### src/rtl/ind_bus_bridge_pkg.sv
package ind_bus_bridge_pkg;

    localparam logic [1:0] SEL_CTL  = 2'd0;
    localparam logic [1:0] SEL_RST  = 2'd1;
    localparam logic [1:0] SEL_STAT = 2'd2;
    localparam logic [1:0] SEL_DATA = 2'd3;

    localparam int DONE_BIT  = 11;
    localparam int RD_LSB    = 26;
    localparam int DIR_BIT   = 48;
    localparam int SIZE_LSB  = 56;

    typedef struct packed {
        logic        is_read;
        logic [3:0]  size;
        logic [31:0] addr;
    } cmd_t;

    function automatic cmd_t decode_cmd(input logic [63:0] w);
        cmd_t c;
        c.is_read = w[DIR_BIT];
        c.size    = w[SIZE_LSB +: 4];
        c.addr    = w[31:0];
        return c;
    endfunction

    function automatic logic [63:0] pack_status(input logic [31:0] rd);
        logic [63:0] s;
        s = '0;
        s[DONE_BIT] = 1'b1;
        s[RD_LSB +: 32] = rd;
        return s;
    endfunction

endpackage

### src/rtl/ind_bus_bridge_master.sv
module ind_bus_bridge_master
    import ind_bus_bridge_pkg::*;
#(
    parameter int TIMEOUT = 64
) (
    input  logic        clk,
    input  logic        rst_n,
    input  logic        start,
    input  cmd_t        cmd,
    input  logic [31:0] wdata,
    output logic        busy,
    output logic        done,
    output logic        done_rd,
    output logic        done_err,
    output logic        bus_req,
    output logic        bus_we,
    output logic [31:0] bus_addr,
    output logic [3:0]  bus_size,
    output logic [31:0] bus_wdata,
    input  logic        bus_ack,
    input  logic        bus_err
);

    localparam int TMR_W = $clog2(TIMEOUT + 1);

    typedef enum logic {ST_IDLE, ST_WAIT} st_e;

    typedef struct packed {
        st_e              st;
        logic [TMR_W-1:0] tmr;
        logic             we;
        logic [31:0]      addr;
        logic [3:0]       size;
        logic [31:0]      wdata;
    } mst_t;

    mst_t q, d;
    logic tmo_hit;

    assign tmo_hit = (q.st == ST_WAIT) && (q.tmr == TMR_W'(TIMEOUT - 1));

    always_comb begin
        d = q;
        case (q.st)
            ST_IDLE: begin
                if (start) begin
                    d.st    = ST_WAIT;
                    d.tmr   = '0;
                    d.we    = ~cmd.is_read;
                    d.addr  = cmd.addr;
                    d.size  = cmd.size;
                    d.wdata = wdata;
                end
            end
            default: begin
                if (bus_ack || tmo_hit) d.st = ST_IDLE;
                else                    d.tmr = q.tmr + 1'b1;
            end
        endcase
    end

    always_ff @(posedge clk or negedge rst_n) begin
        if (!rst_n) q <= '{st: ST_IDLE, default: '0};
        else        q <= d;
    end

    assign busy      = (q.st == ST_WAIT);
    assign done      = busy && (bus_ack || tmo_hit);
    assign done_rd   = ~q.we;
    assign done_err  = bus_ack ? bus_err : 1'b1;
    assign bus_req   = busy;
    assign bus_we    = q.we;
    assign bus_addr  = q.addr;
    assign bus_size  = q.size;
    assign bus_wdata = q.wdata;

    // request and its fields hold until the transaction ends
    p_hold_fields_r10: assert property (@(posedge clk) disable iff (!rst_n)
        bus_req && !bus_ack && !tmo_hit |=> bus_req && $stable(bus_addr)
            && $stable(bus_we) && $stable(bus_size) && $stable(bus_wdata));

    // request drops right after acknowledge
    p_req_drop_r10: assert property (@(posedge clk) disable iff (!rst_n)
        bus_req && bus_ack |=> !bus_req);

    // the wait timer never passes the budget
    p_tmo_bound_r11: assert property (@(posedge clk) disable iff (!rst_n)
        bus_req |-> q.tmr < TMR_W'(TIMEOUT));

endmodule

### src/rtl/ind_bus_bridge_regs.sv
module ind_bus_bridge_regs
    import ind_bus_bridge_pkg::*;
(
    input  logic        clk,
    input  logic        rst_n,
    input  logic        reg_valid,
    input  logic        reg_write,
    input  logic [1:0]  reg_sel,
    input  logic [63:0] reg_wdata,
    output logic        reg_rvalid,
    output logic [63:0] reg_rdata,
    input  logic        busy,
    input  logic        done,
    input  logic        done_rd,
    input  logic        done_err,
    input  logic [31:0] bus_rdata,
    output logic        start,
    output cmd_t        cmd,
    output logic [31:0] wdata
);

    typedef struct packed {
        logic [31:0] data;
        logic [63:0] status;
        logic [63:0] rdata;
        logic        rvalid;
    } rf_t;

    rf_t q, d;

    assign start = reg_valid && reg_write && (reg_sel == SEL_CTL) && !busy;
    assign cmd   = decode_cmd(reg_wdata);
    assign wdata = q.data;

    always_comb begin
        d = q;
        d.rvalid = 1'b0;
        if (reg_valid && !reg_write) begin
            d.rvalid = 1'b1;
            case (reg_sel)
                SEL_STAT: begin
                    d.rdata  = q.status;
                    d.status = '0;
                end
                SEL_DATA: d.rdata = {q.data, 32'h0};
                default:  d.rdata = '0;
            endcase
        end
        if (reg_valid && reg_write && reg_sel == SEL_DATA)
            d.data = reg_wdata[63:32];
        if (start)
            d.status = '0;
        if (done) begin
            if (!done_rd)      d.status = 64'(1) << DONE_BIT;
            else if (done_err) d.status = pack_status(32'hFFFF_FFFF);
            else               d.status = pack_status(bus_rdata);
        end
    end

    always_ff @(posedge clk or negedge rst_n) begin
        if (!rst_n) q <= '0;
        else        q <= d;
    end

    assign reg_rvalid = q.rvalid;
    assign reg_rdata  = q.rdata;

    // every read request gets a response the next cycle
    p_read_resp_r1: assert property (@(posedge clk) disable iff (!rst_n)
        reg_valid && !reg_write |=> reg_rvalid);

    // status stays empty while the bus is busy
    p_busy_status_r9: assert property (@(posedge clk) disable iff (!rst_n)
        busy |-> q.status == 64'h0);

    // a completed transaction always leaves the done flag set
    p_done_flag_r4: assert property (@(posedge clk) disable iff (!rst_n)
        done |=> q.status[DONE_BIT]);

    // data register reads carry zeros in the low word
    p_data_low_r2: assert property (@(posedge clk) disable iff (!rst_n)
        reg_valid && !reg_write && reg_sel == SEL_DATA |=> reg_rdata[31:0] == 32'h0);

endmodule

### src/rtl/ind_bus_bridge.sv
module ind_bus_bridge
    import ind_bus_bridge_pkg::*;
#(
    parameter int TIMEOUT = 64
) (
    input  logic        clk,
    input  logic        rst_n,
    input  logic        reg_valid,
    input  logic        reg_write,
    input  logic [1:0]  reg_sel,
    input  logic [63:0] reg_wdata,
    output logic        reg_rvalid,
    output logic [63:0] reg_rdata,
    output logic        bus_req,
    output logic        bus_we,
    output logic [31:0] bus_addr,
    output logic [3:0]  bus_size,
    output logic [31:0] bus_wdata,
    input  logic        bus_ack,
    input  logic        bus_err,
    input  logic [31:0] bus_rdata
);

    logic        start, busy, done, done_rd, done_err;
    cmd_t        cmd;
    logic [31:0] wdata;

    ind_bus_bridge_regs u_regs (
        .clk(clk), .rst_n(rst_n),
        .reg_valid(reg_valid), .reg_write(reg_write), .reg_sel(reg_sel),
        .reg_wdata(reg_wdata), .reg_rvalid(reg_rvalid), .reg_rdata(reg_rdata),
        .busy(busy), .done(done), .done_rd(done_rd), .done_err(done_err),
        .bus_rdata(bus_rdata), .start(start), .cmd(cmd), .wdata(wdata)
    );

    ind_bus_bridge_master #(.TIMEOUT(TIMEOUT)) u_master (
        .clk(clk), .rst_n(rst_n),
        .start(start), .cmd(cmd), .wdata(wdata),
        .busy(busy), .done(done), .done_rd(done_rd), .done_err(done_err),
        .bus_req(bus_req), .bus_we(bus_we), .bus_addr(bus_addr),
        .bus_size(bus_size), .bus_wdata(bus_wdata),
        .bus_ack(bus_ack), .bus_err(bus_err)
    );

endmodule

### config.mk
export PLATFORM = sky130hd
export DESIGN_NAME = ind_bus_bridge
export DESIGN_NICKNAME = d
export VERILOG_FILES = /design/src/rtl/ind_bus_bridge_pkg.sv /design/src/rtl/ind_bus_bridge_master.sv /design/src/rtl/ind_bus_bridge_regs.sv /design/src/rtl/ind_bus_bridge.sv
export SDC_FILE = /design/constraint.sdc
export NUM_CORES = 1
export LEC_CHECK = 0
export BUFFER_PORTS_ARGS = -buffer_cell sky130_fd_sc_hd__buf_2
export CAP_MARGIN = 10
export CORE_AREA = 2 2 148 150
export CTS_BUF_LIST = sky130_fd_sc_hd__clkbuf_4
export DETAILED_ROUTE_END_ITERATION = 7
export DIE_AREA = 0 0 150 152
export HOLD_SLACK_MARGIN = 0.02
export PLACE_DENSITY = 0.69
export SLEW_MARGIN = 20
export SYNTH_ARGS = -nofsm -noshare
export SYNTH_HDL_FRONTEND = slang
export SYNTH_SLANG_ARGS = --single-unit
### constraint.sdc
create_clock -name clk -period 5.4 [get_ports clk]
set_input_delay 0.27 -clock clk [delete_from_list [all_inputs] [get_ports clk]]
set_output_delay 0.27 -clock clk [all_outputs]
set_load 0.01 [all_outputs]
==> flow_metrics.py, run 1 <==
metrics = {
    "run_status": {
        "outcome": "completed",
    },
    "synth": {
        "synth_ff_type": "dfrtp_1",
        "ys_seq_area_share_pct": 54.2,
        "synth_top_family_by_area": "multiplexers",
        "synthTopCellsByArea": "dfrtp_1 (54%), buf_4 (12%), mux2_2 (11%), mux2i_1 (3.7%), o32ai_1 (3.3%)",
        "syn_inst": 693,
        "syn_avg_cell_area_um2": 12.1,
        "synth_xor_area_share_pct": 0,
        "synthMuxAreaShare_pct": 17.9,
        "synth_cell_types": 35,
        "ys_seq_elements": 182,
        "async_flop_share_pct": 100,
        "syn_area_mm2": 0.00840,
        "synthAdderAreaFrac_pct": 0.149,
        "ys_warn_count": 0,
        "synthSimpleGateAreaFrac_pct": 5.80,
        "synth_top_area_share_pct": 54.2,
        "synth_compound_area_share_pct": 7.67,
        "synth_edf_count": 0,
        "synth_area_leader_cell": "dfrtp_1",
    },
    "grt": {
        "antenna_found_initial": 1,
        "grt_pass1_vias": 5848,
        "track_usage_pct": 18.0,
        "grt_pass1_wl_mm": 31.9,
        "gr-total-overflow": 0,
        "grt_max_degree": 130,
    },
    "sta": {
        "slew_violations": 0,
        "fin_tns_setup_ns": 0,
        "layout_setup_ws_ns": 2.72,
        "worst_pin_slew_ns": 1.10,
        "fmax_mhz": 374,
        "slew_headroom_pct": 26.5,
        "hold_viol": 0,
        "rsz0062_at_grt": "no",
        "finalCritPeriodShare_pct": 49.6,
        "finalClockSkew_ns": 0.0178,
        "finalSetupViolCount": 0,
        "post-route-min-period_ns": 2.68,
    },
    "floorplan": {
        "dieHeight_um": 152,
        "rows": 54,
        "die_area_mm2": 0.0228,
        "ioPinCount": 239,
        "design.core.area_mm2": 0.0214,
        "fp.dieW_um": 150,
        "start_util_pct": 39.3,
    },
    "power_and_ir_drop": {
        "power_density_mw_per_mm2": 339,
        "power_switching_mw": 1.09,
        "p_leak_nw": 4.99,
        "vdd_drop_max_uv": 146,
        "seqPwrFrac_pct": 54.2,
        "comb_power_share_pct": 25.1,
        "intPower_mw": 2.32,
        "p_clk_share_pct": 20.8,
        "sw_frac_of_total_pct": 31.9,
    },
    "cells_and_area": {
        "nNetsFinal": 985,
        "drive_gt1_share_pct": 40.1,
        "syn_to_final_growth_pct": 19.7,
    },
    "cts": {
        "numCtsBuffers": 17,
        "clk_pin_slew_ns": 0.16,
        "cts_sinks": 182,
        "cts_tree": "done",
        "cts_root_buf": "clkbuf_4",
        "insertion_delay_ns": 0.57,
        "post_cts_buffers": 0,
        "clock_path_buffers": 2,
        "h-tree-depth": 4,
        "cts_resized": 0,
    },
    "place": {
        "gp_congestion": 0.701,
        "port_buffers": 213,
        "dp_slack_ns": 2.50,
        "place_hpwl_mm": 12.4,
    },
    "routing": {
        "ant_nets": 0,
        "vias": 5617,
        "drc_errors": 0,
        "wl_per_cell_um": 17.0,
        "wl_mm": 20.0,
        "dr.pass1.iters": 6,
        "via_per_inst": 4.78,
        "first_iter_violations": 206,
    },
    "setup_path": {
        "critPathLaunchType": "flip-flop",
        "critPathBufInv": 1,
        "crit_path_cell_trace": "or3b_1 > nor2_4 > buf_4 > mux2_2",
        "critPathSlowestCell": "buf_4",
        "critPathMaxFanout": 43,
        "crit_family": "simple AND/OR/NAND/NOR gates",
        "cpPeakStageDelay_ns": 0.57,
        "critical_path_required_ns": 5.86,
        "crit_arrival_ns": 3.13,
        "end_kind": "flip-flop",
        "worstSetupPathType": "flip-flop to flip-flop",
    },
    "run": {
        "cap_violations": 0,
    },
    "hold_path": {
        "hold_path.class": "primary input to async pin",
    },
}
## logic make-up after synthesis
group	after synthesis
adder cells (fa/ha/maj)	1
other	1
flip-flops	182
AND/OR/NAND/NOR	115
buffers and inverters	174
AO/OA/AOI/OAI	89
multiplexers	131
## routing by layer
| layer | wire length [µm] | global-route usage, % |
|---|---|---|
| met5 | 0 | 0 |
| met4 | 215 | 4.22 |
| met3 | 1270 | 4.86 |
| met2 | 9950 | 30.2 |
| met1 | 8560 | 23.3 |
## cells in the mapped netlist (2+ instances only)
cell	n
mux2_2	82
nand2b_1	5
a22o_1	13
and2_1	2
o21ai_0	35
dfrtp_1	182
a21o_1	2
o32ai_1	32
clkbuf_1	21
buf_4	133
mux2_4	18
buf_2	14
nor2_1	35
nand4_1	2
o2111ai_1	3
nand2_1	62
inv_1	2
buf_6	3
mux2i_1	31
## metrics by stage
| step | hold slack [ns] | power [mW] | utilization, % | area [µm²] | cells |
|---|---|---|---|---|---|
| final | 0.122 | 3.41 | 47.1 | 10000 | 1174 |
| after global routing | 0.0789 | 3.64 | 47.1 | 10000 | 1174 |
| after CTS | 0.0729 | 3.45 | 46.9 | 10000 | 1172 |
| after detailed placement | 0.466 | 2.68 | 41.2 | 8800 | 1043 |
| after global placement | 0.458 | 2.65 | 41.2 | 8800 | 1043 |
| after floorplan | -0.0256 | 2.58 | - | 8490 | 717 |
## state kept, by name (all words and copies together) (netlist names)
| signal | cells |
|---|---|
| u_master.bus_size | 4 |
| u_master.bus_addr | 32 |
| u_master.q | 7 |
| u_regs.wdata | 32 |
| u_regs.q | 33 |
| u_master.bus_wdata | 32 |
| u_master.bus_req | 1 |
| u_regs.reg_rvalid | 1 |
| u_regs.reg_rdata | 39 |
| u_master.bus_we | 1 |
## worst reg2reg max path, stage by stage (launching register included)
cell     delay [ns]
dfrtp_1        0.46
or3b_1         0.54
nor2_4         0.55
buf_4          0.58
mux2_2         0.44
## final cells by class
class,instances,area (µm²)
tap,280,350
inverter,2,7.51
multi-input combinational,361,2770
fill,1967,11300
antenna,1,2.50
clock buffer,17,128
sequential,182,4550
timing repair buffer,316,2110
clock inverter,15,120
## path summary, 6_finish.rpt
path	startpoint	to	slack, ns	cells after the start
max	u_master.bus_req	u_master.bus_addr[7]	2.72	4
min	rst_n	u_master.bus_wdata[27]	0.12	2
max reg2reg	u_master.bus_req	u_master.bus_addr[7]	2.72	4
min reg2reg	u_regs.reg_rdata[45]	u_regs.reg_rdata[45]	0.49	2
max in group asynchronous	rst_n	u_master.bus_addr[14]	4.27	3
min in group clk	bus_ack	u_master.q[75]	0.12	4
## placed cells by master (no fill, tap or decap), drive strengths merged, types with 3 or more instances in the layout
| master | n |
|---|---|
| dfrtp | 182 |
| clkinvlp | 3 |
| a22o | 13 |
| buf | 219 |
| o32ai | 32 |
| clkinv | 6 |
| clkbuf | 17 |
| nand2b | 5 |
| nand2 | 62 |
| inv | 8 |
| mux2i | 31 |
| o21ai | 35 |
| o2111ai | 3 |
| dlygate4sd3 | 97 |
| mux2 | 100 |
| nor2 | 35 |
| conb | 25 |
## power groups by stage
stage / logic (mW) / clock network [mW] / registers [mW]
2_1_floorplan: 0.762 / 0 / 1.82
3_3_place_gp: 0.785 / 0 / 1.87
3_5_place_dp: 0.804 / 0 / 1.87
4_1_cts: 0.859 / 0.740 / 1.85
5_1_grt: 0.942 / 0.804 / 1.89
6_report: 0.854 / 0.708 / 1.85
## what timing repair did
| item | 4_1_cts | 5_1_grt |
|---|---|---|
| hold buffers | 97 | 0 |
| endpoints found under the setup margin | 0 | 0 |
| hold endpoints to repair | 229 | 0 |
Power figures use the tool's default switching activity.
==> run 2, diff against run 1 <==
Settings changed: PLACE_DENSITY 0.69 to 0.71.
Clock period 5.4 ns to 2.35 ns, I/O delays scaled along.
==> flow_metrics.py, run 2 (synthesis results as in run 1) <==
metrics = {
    "sta": {
        "worst_pin_slew_ns": 0.742,
        "slew_violations": 0,
        "finalClockSkew_ns": 0.0280,
        "post-route-min-period_ns": 2.13,
        "finalCritPeriodShare_pct": 90.5,
        "rsz0062_at_grt": "no",
        "fmax_mhz": 470,
        "finalSetupViolCount": 0,
        "slew_headroom_pct": 50.5,
        "layout_setup_ws_ns": 0.222,
        "whs_ns": 0.122,
        "hold_viol": 0,
        "fin_tns_setup_ns": 0,
    },
    "routing": {
        "vias": 5768,
        "via_per_inst": 4.86,
        "wl_mm": 20.9,
        "ant_nets": 0,
        "wl_per_cell_um": 17.6,
        "drc_errors": 0,
        "first_iter_violations": 161,
        "dr.pass1.iters": 4,
    },
    "run_status": {
        "outcome": "completed",
    },
    "cells_and_area": {
        "syn_to_final_growth_pct": 22.4,
        "design_area_mm2": 0.0103,
        "layout_commonest_cell": "buf_2",
        "nNetsFinal": 1000,
        "largest_reg_flops": 39,
        "drive_gt1_share_pct": 40.6,
        "n_antenna_cell": 0,
        "layout_common_cells": "buf_2 (212), dfrtp_1 (182), dlygate4sd3_1 (101)",
    },
    "cts": {
        "cts_resized": 0,
        "post_cts_buffers": 0,
        "clock_path_buffers": 2,
        "cts_root_buf": "clkbuf_4",
        "h-tree-depth": 4,
        "cts_tree": "done",
        "cts_hold_buffers": 101,
        "numCtsBuffers": 17,
        "clk_pin_slew_ns": 0.18,
        "insertion_delay_ns": 0.56,
        "cts_sinks": 182,
    },
    "power_and_ir_drop": {
        "comb_power_share_pct": 24.3,
        "power_mw": 8.21,
        "power_density_mw_per_mm2": 798,
        "vdd_drop_max_uv": 397,
        "p_clk_share_pct": 23.8,
        "sw_frac_of_total_pct": 30.9,
        "power_switching_mw": 2.53,
        "intPower_mw": 5.67,
        "seqPwrFrac_pct": 51.9,
        "p_leak_nw": 5.10,
    },
    "floorplan": {
        "design.core.area_mm2": 0.0214,
        "rows": 54,
        "die_area_mm2": 0.0228,
        "fp.dieW_um": 150,
        "ioPinCount": 239,
        "start_util_pct": 39.3,
        "dieHeight_um": 152,
    },
    "place": {
        "dpl_cell_area_mm2": 0.00895,
        "gp_congestion": 0.749,
        "place_hpwl_mm": 13.0,
        "port_buffers": 213,
        "dp_slack_ns": 0.282,
    },
    "setup_path": {
        "critPathLaunchType": "flip-flop",
        "end_kind": "flip-flop",
        "critical_path_required_ns": 2.78,
        "r2r_slack_ns": 0.22,
        "cpPeakStageDelay_ns": 0.76,
        "worstSetupPathType": "flip-flop to flip-flop",
        "r2r_end": "u_regs.q[108]",
        "crit_path_cell_trace": "ha_1 > nand4_1 > o32a_2 > o32ai_1",
        "crit_arrival_ns": 2.56,
        "worstRegToRegCells": 4,
        "critPathMaxFanout": 32,
        "worstReg2RegStart": "u_master.q[69]",
        "critPathSlowestCell": "o32a_2",
    },
    "grt": {
        "antenna_found_initial": 0,
        "grt_max_degree": 74,
        "gr-total-overflow": 0,
        "grt_pass1_vias": 6157,
        "grt_pass1_wl_mm": 32.9,
        "track_usage_pct": 18.5,
    },
    "run": {
        "cap_violations": 0,
    },
    "hold_path": {
        "hold_path.class": "primary input to async pin",
    },
}
## run 2: changes by cell type in the layout (fill, tap and decap cells not counted), sizes merged
cell | previous run | this run
bufinv | 0 | 3
inv | 8 | 9
diode | 1 | 0
clkinv | 6 | 2
dlygate4sd3 | 97 | 101
clkbuf | 17 | 18
buf | 219 | 229
## run 2: worst max-delay path by stage
stage,startpoint,end,cells past startpoint
floorplan,u_master.bus_req,u_master.bus_addr[25],6
global placement,u_master.bus_req,u_master.bus_wdata[16],4
detailed placement,u_master.q[69],u_regs.q[111],4
CTS,u_master.q[69],u_regs.q[108],4
global route,u_master.q[69],u_regs.q[94],4
finish,u_master.q[69],u_regs.q[108],4
## run 2: per-stage QoR
stage / std cells / utilization, %
after floorplan: 717 / -
after global placement: 1055 / 41.9
after detailed placement: 1055 / 41.9
after CTS: 1188 / 48.1
after global routing: 1188 / 48.1
final: 1188 / 48.1
## run 2: layout make-up
cell class                      count  area [µm²]
Fill cell                        1903       11100
Clock buffer                       17         128
Sequential cell                   182        4550
Multi-Input combinational cell    361        2770
Clock inverter                     15         188
Tap cell                          280         350
Timing Repair Buffer              331        2280
Inverter                            2        7.51
## run 2: routing by layer
layer | up-vias | track usage (%) | part of all wire (%)
met5 | - | 0 | 0
met1 | 2881 | 23.3 | 44
met4 | 0 | 6.20 | 2.0
met3 | 29 | 4.29 | 5.6
li1 | 2646 | - | -
met2 | 212 | 31.3 | 49
## run 2: power groups by stage
stage	sequential (mW)	combinational, mW	clock (mW)
detailed placement	4.31	1.87	0
finish	4.26	1.99	1.95
global placement	4.28	1.82	0
global route	4.36	2.19	2.14
floorplan	4.18	1.75	0
CTS	4.25	2.00	2.03
## run 2: worst max-delay path: cells and delay by family, from the launching register on
kind | cells | cell delay [ns]
AO/OA/AOI/OAI | 2 | 1.01
adder cells (fa/ha/maj) | 1 | 0.22
flip-flops | 1 | 0.42
AND/OR/NAND/NOR | 1 | 0.34
==> run 3, diff against run 2 <==
Settings changed: SKIP_LAST_GASP set to 1.
Clock period 2.35 ns to 1.8 ns, I/O delays scaled along.
==> flow_metrics.py, run 3 (synthesis results as in run 1) <==
metrics = {
    "grt": {
        "grt_max_degree": 46,
        "grt_pass1_vias": 6190,
        "gr-total-overflow": 0,
        "antenna_found_initial": 0,
        "grt_pass1_wl_mm": 33.3,
        "track_usage_pct": 18.7,
    },
    "sta": {
        "worst_pin_slew_ns": 0.764,
        "hold_viol": 0,
        "finalClockSkew_ns": 0.0191,
        "post-route-min-period_ns": 1.80,
        "slew_headroom_pct": 49.1,
        "finalCritPeriodShare_pct": 100,
        "finalSetupViolCount": 2,
        "rsz0062_at_grt": "yes",
        "slew_violations": 0,
        "layout_setup_ws_ns": -0.00437,
        "fmax_mhz": 554,
    },
    "setup_path": {
        "worstRegToRegCells": 5,
        "crit_arrival_ns": 2.25,
        "worstSetupPathType": "flip-flop to flip-flop",
        "worstReg2RegStart": "u_master.bus_req",
        "critical_path_required_ns": 2.25,
        "critPathLaunchType": "flip-flop",
        "end_kind": "flip-flop",
        "cp-startpoint": "u_master.bus_req",
        "critPathMaxFanout": 8,
    },
    "power_and_ir_drop": {
        "p_clk_share_pct": 21.5,
        "sw_frac_of_total_pct": 30.6,
        "intPower_mw": 7.31,
        "p_leak_nw": 5.24,
        "power_density_mw_per_mm2": 998,
        "comb_power_share_pct": 25.7,
        "seqPwrFrac_pct": 52.8,
        "power_switching_mw": 3.23,
        "vdd_drop_max_uv": 473,
    },
    "cells_and_area": {
        "syn_to_final_growth_pct": 25.7,
        "fill_cells": 1871,
        "multi_input_area_mm2": 0.00282,
        "largest_reg_flops": 39,
        "regArea_mm2": 0.00455,
        "layout_common_cells": "buf_2 (212), dfrtp_1 (182), dlygate4sd3_1 (102)",
        "nNetsFinal": 1020,
        "n_antenna_cell": 0,
        "design_area_mm2": 0.0106,
        "layout_commonest_cell": "buf_2",
        "drive_gt1_share_pct": 41.9,
    },
    "floorplan": {
        "die_area_mm2": 0.0228,
        "ioPinCount": 239,
        "dieHeight_um": 152,
        "design.core.area_mm2": 0.0214,
        "start_util_pct": 39.3,
        "fp.dieW_um": 150,
        "rows": 54,
    },
    "place": {
        "dp_slack_ns": 0.0391,
        "port_buffers": 213,
        "dpl_cell_area_mm2": 0.00907,
        "place_hpwl_mm": 13.1,
        "gp_congestion": 0.744,
    },
    "routing": {
        "ant_nets": 0,
        "drc_errors": 0,
        "dr.pass1.iters": 5,
        "first_iter_violations": 205,
        "via_per_inst": 4.84,
        "wl_mm": 21.5,
        "wl_per_cell_um": 17.8,
        "vias": 5840,
    },
    "run_status": {
        "violations": "setup timing",
        "outcome": "finished, violations left",
    },
    "cts": {
        "insertion_delay_ns": 0.56,
        "cts_sinks": 182,
        "h-tree-depth": 4,
        "clock_path_buffers": 2,
        "numCtsBuffers": 17,
        "cts_root_buf": "clkbuf_4",
        "cts_tree": "done",
        "clk_pin_slew_ns": 0.15,
    },
    "hold_path": {
        "hold_path.class": "primary input to async pin",
    },
    "run": {
        "cap_violations": 0,
    },
}
[run 3: cell types whose count changed in the layout (fill, tap and decap cells not counted), moves of 4 or more]
cell    change
buf_12      +6
mux2_4      +8
buf_4       +8
mux2_2      -8
inv_6       -4
[run 3: what timing repair did]
| item | 4_1_cts | 5_1_grt |
|---|---|---|
| buffers inserted | 0 | 5 |
| endpoints found under the hold margin | 295 | 0 |
| hold buffers | 103 | 0 |
| gates resized for setup | 0 | 17 |
| endpoints found under the setup margin | 0 | 48 |
[run 3: worst max-delay path: stages (launching register included)]
cell and delay, ns:
dfrtp_1 0.40, or3b_4 0.41, nor2_4 0.25, clkbuf_16 0.19
buf_12 0.12, mux2_2 0.34
[run 3: final timing paths]
kind / end / slack [ns]
worst max-delay path: u_master.bus_addr[30] / -0.004
worst min-delay path: u_regs.reg_rdata[37] / 0.13
worst max register to register: u_master.bus_addr[30] / -0.004
worst min register to register: u_regs.reg_rdata[48] / 0.49
max in group asynchronous: u_regs.reg_rdata[61] / 1.34
min in group clk: u_master.bus_addr[4] / 0.29
[run 3: per-layer routing]
metal | up-vias | GRT usage [%] | wire, µm
met5 | - | 0 | 0
met4 | 0 | 6.02 | 417
met3 | 27 | 4.41 | 1070
met2 | 210 | 31.4 | 10700
met1 | 2923 | 24.0 | 9270
li1 | 2680 | - | -
[run 3: cell type report]
type                       instances  area share [%]
clock buffer                      18            1.28
clock inverter                    13            1.27
inverter                           2          0.0711
multi-input combinational        361            26.7
sequential                       182            43.1
tap                              280            3.32
timing repair buffer             351            24.2
[run 3: stage by stage]
stage / cells / util, % / hold slack (ns) / setup TNS (ns) / total power [mW]
5_1_grt: 1207 / 49.4 / 0.0823 / -0.357 / 11.2
3_3_place_gp: 1066 / 42.5 / 0.0561 / 0 / 7.98
3_5_place_dp: 1066 / 42.5 / 0.0579 / 0 / 8.09
2_1_floorplan: 717 / - / -0.206 / -0.981 / 7.74
6_report: 1207 / 49.4 / 0.135 / -0.00450 / 10.5
4_1_cts: 1200 / 48.6 / 0.0788 / 0 / 10.5
[run 3: power by group through the flow]
stage	clock network, mW	logic (mW)	registers [mW]
final	2.27	2.71	5.56
after detailed placement	0	2.46	5.62
after CTS	2.36	2.64	5.55
after floorplan	0	2.29	5.45
after global routing	2.53	2.97	5.67
after global placement	0	2.39	5.59
